--- src/rtl/cfg_eeprom_pkg.sv ---
package cfg_eeprom_pkg;
  typedef struct packed {
    logic cs;
    logic sk;
    logic di;
  } ee_pins_t;

  localparam int unsigned WORD_W = 16;
endpackage

--- src/rtl/cfg_eeprom_init.sv ---
module cfg_eeprom_init
  import cfg_eeprom_pkg::*;
#(
  parameter int unsigned WORDS      = 64,
  parameter logic [15:0] SIG        = 16'h1234,
  parameter logic [7:0]  FILL_BYTE  = 8'h57,
  parameter int unsigned FILL_WORDS = 16,
  parameter logic [7:0]  ID_BYTE    = 8'h07,
  parameter logic [7:0]  MODE_BYTE  = 8'h0F,
  parameter logic [7:0]  TAG_BYTE   = 8'h04,
  parameter logic [7:0]  OPT_BYTE   = 8'h07,
  localparam int unsigned AW        = $clog2(WORDS)
) (
  input  logic              clk,
  input  logic              rst_n,
  output logic              img_we,
  output logic [AW-1:0]     img_addr,
  output logic [WORD_W-1:0] img_wdata,
  output logic              init_done
);
  localparam logic [AW-1:0] LAST_IDX = AW'(WORDS - 1);
  localparam logic [AW-1:0] ID_IDX   = AW'(32);
  localparam logic [AW-1:0] FILL_END = AW'(FILL_WORDS);

  logic [AW-1:0]     idx_q, idx_n;
  logic [WORD_W-1:0] sum_q, sum_n;
  logic              busy_q, busy_n;
  logic              done_q, done_n;
  logic [WORD_W-1:0] word_c;
  logic              last_c;

  // default content per word index
  always_comb begin
    if (idx_q < FILL_END)            word_c = {8'h00, FILL_BYTE};
    else if (idx_q == ID_IDX)        word_c = {MODE_BYTE, ID_BYTE};
    else if (idx_q == ID_IDX + 1'b1) word_c = {TAG_BYTE, 8'h00};
    else if (idx_q == ID_IDX + 2'd2) word_c = {8'h00, OPT_BYTE};
    else                             word_c = '0;
  end

  assign last_c = (idx_q == LAST_IDX);

  always_comb begin
    idx_n  = idx_q;
    sum_n  = sum_q;
    busy_n = busy_q;
    done_n = done_q;
    if (busy_q) begin
      idx_n = idx_q + 1'b1;
      sum_n = sum_q + word_c;
      if (last_c) begin
        busy_n = 1'b0;
        done_n = 1'b1;
      end
    end
  end

  always_ff @(posedge clk or negedge rst_n) begin
    if (!rst_n) begin
      idx_q  <= '0;
      sum_q  <= '0;
      busy_q <= 1'b0;
      done_q <= 1'b0;
    end else begin
      idx_q  <= idx_n;
      sum_q  <= sum_n;
      busy_q <= busy_n | (~busy_q & ~done_q);
      done_q <= done_n;
    end
  end

  // the first cycle out of reset arms the engine; writes start one cycle later
  assign img_we    = busy_q;
  assign img_addr  = idx_q;
  assign img_wdata = last_c ? (SIG - sum_q) : word_c;
  assign init_done = done_q;
endmodule

--- src/rtl/cfg_eeprom_pins.sv ---
module cfg_eeprom_pins
  import cfg_eeprom_pkg::*;
#(
  parameter logic [7:0] SEL_OFS   = 8'h80,
  parameter logic [7:0] DESEL_OFS = 8'hC0
) (
  input  logic       clk,
  input  logic       rst_n,
  input  logic       enable,
  input  logic       wr_en,
  input  logic [7:0] addr,
  input  logic [1:0] wdata_hi,
  output ee_pins_t   pins,
  output logic       fwd_we
);
  logic     hit_sel, hit_desel, pin_en;
  ee_pins_t pins_q, pins_n;

  assign hit_sel   = wr_en && (addr == SEL_OFS);
  assign hit_desel = wr_en && (addr == DESEL_OFS);
  assign pin_en    = enable && (hit_sel || hit_desel);
  assign fwd_we    = wr_en && !(addr == SEL_OFS) && !(addr == DESEL_OFS);

  always_comb begin
    pins_n = pins_q;
    if (hit_sel) begin
      pins_n.cs = 1'b1;
      pins_n.sk = wdata_hi[1];
      pins_n.di = wdata_hi[0];
    end else begin
      pins_n = '0;
    end
  end

  always_ff @(posedge clk or negedge rst_n) begin
    if (!rst_n)      pins_q <= '0;
    else if (pin_en) pins_q <= pins_n;
  end

  assign pins = pins_q;
endmodule

--- src/rtl/cfg_eeprom_rdgate.sv ---
module cfg_eeprom_rdgate #(
  parameter int unsigned DW = 32
) (
  input  logic          rd_byte,
  input  logic [7:0]    addr,
  input  logic          ee_do,
  input  logic [DW-1:0] rdata_in,
  output logic [DW-1:0] rdata_out
);
  logic gate_c;
  assign gate_c    = rd_byte && (addr == 8'h00) && !ee_do;
  assign rdata_out = gate_c ? {rdata_in[DW-1:8], 8'h00} : rdata_in;
endmodule

--- src/rtl/cfg_eeprom_port.sv ---
module cfg_eeprom_port
  import cfg_eeprom_pkg::*;
#(
  parameter int unsigned WORDS     = 64,
  parameter logic [7:0]  SEL_OFS   = 8'h80,
  parameter logic [7:0]  DESEL_OFS = 8'hC0,
  parameter logic [15:0] SIG       = 16'h1234,
  localparam int unsigned AW       = $clog2(WORDS)
) (
  input  logic              clk,
  input  logic              rst_n,
  input  logic              cfg_wr_en,
  input  logic [7:0]        cfg_addr,
  input  logic [1:0]        cfg_wdata_hi,
  output logic              cfg_fwd_we,
  input  logic              cfg_rd_byte,
  input  logic [31:0]       cfg_rdata_in,
  output logic [31:0]       cfg_rdata_out,
  input  logic              ee_do,
  output logic              ee_cs,
  output logic              ee_sk,
  output logic              ee_di,
  output logic              img_we,
  output logic [AW-1:0]     img_addr,
  output logic [WORD_W-1:0] img_wdata,
  output logic              init_done
);
  ee_pins_t pins;

  cfg_eeprom_init #(.WORDS(WORDS), .SIG(SIG)) u_init (
    .clk       (clk),
    .rst_n     (rst_n),
    .img_we    (img_we),
    .img_addr  (img_addr),
    .img_wdata (img_wdata),
    .init_done (init_done)
  );

  cfg_eeprom_pins #(.SEL_OFS(SEL_OFS), .DESEL_OFS(DESEL_OFS)) u_pins (
    .clk      (clk),
    .rst_n    (rst_n),
    .enable   (init_done),
    .wr_en    (cfg_wr_en),
    .addr     (cfg_addr),
    .wdata_hi (cfg_wdata_hi),
    .pins     (pins),
    .fwd_we   (cfg_fwd_we)
  );

  cfg_eeprom_rdgate #(.DW(32)) u_rdgate (
    .rd_byte   (cfg_rd_byte),
    .addr      (cfg_addr),
    .ee_do     (ee_do),
    .rdata_in  (cfg_rdata_in),
    .rdata_out (cfg_rdata_out)
  );

  assign ee_cs = pins.cs;
  assign ee_sk = pins.sk;
  assign ee_di = pins.di;
endmodule

--- config.mk ---
export PLATFORM = sky130hd
export DESIGN_NAME = cfg_eeprom_port
export DESIGN_NICKNAME = d
export VERILOG_FILES = /design/src/rtl/cfg_eeprom_pkg.sv /design/src/rtl/cfg_eeprom_init.sv /design/src/rtl/cfg_eeprom_pins.sv /design/src/rtl/cfg_eeprom_rdgate.sv /design/src/rtl/cfg_eeprom_port.sv
export SDC_FILE = /design/constraint.sdc
export NUM_CORES = 1
export LEC_CHECK = 0
export BUFFER_PORTS_ARGS = -buffer_cell sky130_fd_sc_hd__buf_2
export CAP_MARGIN = 25
export CORE_MARGIN = 2
export CORE_UTILIZATION = 35
export CTS_CLUSTER_SIZE = 8
export DETAILED_ROUTE_END_ITERATION = 8
export GPL_TIMING_DRIVEN = 0
export PLACE_DENSITY = 0.66
export SLEW_MARGIN = 20
export SYNTH_ARGS = -nofsm -noshare
export SYNTH_HDL_FRONTEND = slang
export SYNTH_SLANG_ARGS = --single-unit
export TNS_END_PERCENT = 50
--- constraint.sdc ---
create_clock -name clk -period 3.85 [get_ports clk]
set_clock_uncertainty 0.05 [all_clocks]
set_input_delay 0 -clock clk [delete_from_list [all_inputs] [get_ports clk]]
set_output_delay 0 -clock clk [all_outputs]
set_load 0.1 [all_outputs]
==> key figures <==
Power and ir drop
  • Total power: roughly 0.66 mW
  • Leakage: 1.48 nW
  • PD cells: 228 mW/mm2
  • Peak supply drop: roughly 0.00014 V

Synth
  • Main synth FF type: dfrtp_1
  • Mux contribution to synthesized area: 0.00996
  • Seq/Total Area, Yosys: 0.299
  • Compound-gate portion of the synthesized area: 0.186
  • Ys async rst share: 1.00
  • Yosys warns: 0
  • Distinct cells, synth: 46
  • Largest family of logic cells by synthesized area: simple AND/OR/NAND/NOR gates
  • Syn avg cell area: ~8.4 um2
  • Mapped Cells: around 270
  • Mapped Nets: about 330
  • Yosys reg bits: 27
  • Synth Area in XOR/XNOR: 0.0930
  • Post-Synth Adder-Cell Area: 0.0863
  • Netlist Area Pre-Place: 0.00226 mm2
  • Synth Area in Simple Gates: 0.214
  • Post-synth EDFFs: 0

Floorplanning
  • # rows: 29
  • IO Count: ~110
  • Core Footprint: between 0.006 and 0.007 mm2
  • Die width: roughly 84 um
  • Die area: slightly above 0.007 mm2
  • Initial Util: 0.358
  • Die H: around 84 um

STA
  • Worst-Margin Slew: roughly 650 ps
  • Crit share post-route: 0.886
  • RSZ-0062 raised after global routing: false
  • Final min period: 3410 ps
  • Worst setup margin: between 400 and 500 ps
  • Setup violators final: 0
  • Final Max Slew Viols: 0
  • Fmax: between 200 and 300 MHz
  • Hold Vio Cnt, Final: 0
  • Slew margin rel.: 0.566

Setup path
  • Data required, critical path: 3980 ps
  • Crit start category: flop
  • CP Class: flop to flop
  • Slowest-stage cell, CP: nor4b_1
  • Crit-path cells: buf_2 -> nor4b_1 -> o21ai_0 -> o21ai_1 -> ha_1 -> a211oi_1 -> nor4_1 -> o311ai_0 -> a21oi_1 -> xor2_1
  • Worst R2R Setup Slack: roughly 440 ps
  • CP arrival: 3540 ps
  • Critical Path Fanout Max: 8
  • Buffer and inverter count on the worst path: 1
  • Crit-path leading delay family: compound AO/OA/AOI/OAI gates
  • Largest stage delay, worst path: ~500 ps
  • Crit. End Element: flop

Clock tree
  • Reg clk slew, reported paths: around 110 ps
  • Clock sinks: 27
  • Clock Path Buffers: 2
  • CTS tree: built
  • Num CTS Buffers: 3
  • Clock Latency Late Sink: ~290 ps
  • CTS root buf: clkbuf_8
  • Htree depth: 1

Global routing
  • Largest net degree at the start of global routing: 28
  • Remaining global-route overflow: 0
  • Vias in the first global route: between 2000 and 2500
  • Initial antenna violation count: 0
  • GRT Util Overall: 0.158
  • Global-route wire length before repair: between 9000 and 10000 um

Final layout
  • Final core utilization: 0.457
  • Fillers: 645
  • Final cell count without fillers: between 400 and 500
  • Layout net count: 424
  • Fraction of layout cells with a size suffix above 1: 0.335
  • # diodes: 0
  • Syn-to-layout area delta: 27.6%

Placed design
  • Placed wire-length estimate: 4340 um
  • I/O Buffers: 82
  • Final GP Congestion: around 0.86
  • Cells after DPL: around 430
  • Pre-CTS WS: roughly 310 ps

Routing
  • Final WL: around 5600 um
  • # DRC: 0
  • Number of DRC markers after the initial detailed-route iteration: ~120
  • Pre-antenna DRT Iters: 5
  • Via count: about 2200
  • Via density: approximately 4.9
  • DRT antenna net count: 0
  • Wirelength per Cell: 12.8 um

Run
  • Max cap viols: 0

Hold path
  • Worst Hold Class: input pin to flop

Status
  • Status: finished clean
==> worst min-delay path: stages <==
cell     delay, ps
buf_2          110
nand4_1        160
o21ai_0        110
==> power breakdown <==
group / switching, mW / internal [mW] / leakage [nW]
clock: 0.105 / 0.0739 / 0.0217
combinational: 0.154 / 0.0418 / 1.14
sequential: 0 / 0.283 / 0.321
total: 0.259 / 0.399 / 1.48
==> cells in the mapped netlist, drive strengths merged (2+ instances only) <==
cell	count	area (um2)
a31o	2	17.5
a221oi	2	17.5
or4b	2	20.0
nor4b	2	17.5
a31oi	2	12.5
nand2b	4	25.0
a21o	10	76.3
o31ai	2	15.0
xor2	12	105
nor3	7	40.0
o21a	2	15.0
a21oi	15	75.1
dfrtp	27	676
a21boi	3	22.5
o22ai	2	12.5
o21ai	20	100
and3	2	12.5
ha	14	175
and2	9	56.3
nor2	22	82.6
nand3	3	15.0
xnor2	12	105
nand4	6	37.5
mux2	2	22.5
nor3b	5	37.5
inv	8	30.0
clkbuf	5	18.8
nor2b	3	18.8
nand2	25	93.8
buf	28	205
o21bai	2	15.0
==> logic make-up (layout without fill, tap and decap cells) <==
family,Yosys count,count (layout)
compound gates,66,66
buf+inv,41,133
mux,2,2
fa+ha+maj,15,15
xor+xnor,24,24
flops,27,27
simple gates,94,94
==> what timing repair did <==
action                                 4_1_cts  5_1_grt
setup buffers                                0        0
hold buffers                                 6        0
endpoints found under the hold margin       30        0
setup endpoints to repair                    0        1
resized for setup                            0        1
==> area by class of cell <==
type,count,area [um2],area share
sequential,27,676,0.234
timing repair buffer,88,470,0.163
inverter,8,30.0,0.0104
multi-input combinational,201,1340,0.464
buffer,33,224,0.0777
tap,77,96.3,0.0334
clock buffer,3,41.3,0.0143
clock inverter,1,7.51,0.00260
==> registers in the layout, indices dropped and copies added, names as in the netlist <==
name	cells
u_init.sum_q	16
u_init.img_we	1
u_init.init_done	1
u_init.img_addr	6
u_pins.pins	3
==> through the flow <==
stage          hold slack (ps)  area [um2]  setup TNS [ps]
2_1_floorplan             -346        2270            -326
3_3_place_gp              20.6        2780               0
3_5_place_dp              18.7        2780               0
4_1_cts                   71.7        2880               0
5_1_grt                    127        2880               0
6_report                  71.9        2880               0
==> layer usage <==
layer,up-vias,global-route usage,part of all wire
met5,-,0,0
met4,0,0.0476,0.017
met3,9,0.0216,0.056
met2,66,0.281,0.49
met1,983,0.199,0.43
li1,1095,-,-
==> cell usage in the layout (no fill, tap or decap), types with 3 or more instances in the layout <==
cell            n
ha_1           14
buf_2          84
xor2_1         12
nor2_1         22
o21ai_0        19
a21o_1          9
dlygate4sd3_1   6
nand2b_1        4
dfrtp_1        27
nand2_1        25
inv_1           8
clkbuf_8        3
a21boi_0        3
nand4_1         6
nor2b_1         3
nor3_1          6
a21oi_1        15
and2_1          9
xnor2_1        12
nand3_1         3
clkbuf_1        5
buf_4          24
nor3b_1         5
==> path summary, 6_finish.rpt <==
path / startpoint / endpoint / cells past startpoint
worst max-delay path: u_init.img_addr[4] / u_init.sum_q[14] / 10
min in group asynchronous: rst_n / u_init.sum_q[9] / 2
max in group asynchronous: rst_n / u_init.sum_q[0] / 2
worst min register to register: u_pins.pins[1] / u_pins.pins[1] / 2
worst min-delay path: cfg_addr[7] / u_pins.pins[0] / 3
worst max register to register: u_init.img_addr[4] / u_init.sum_q[14] / 10
Note: power is estimated with default switching activity, not from simulation.
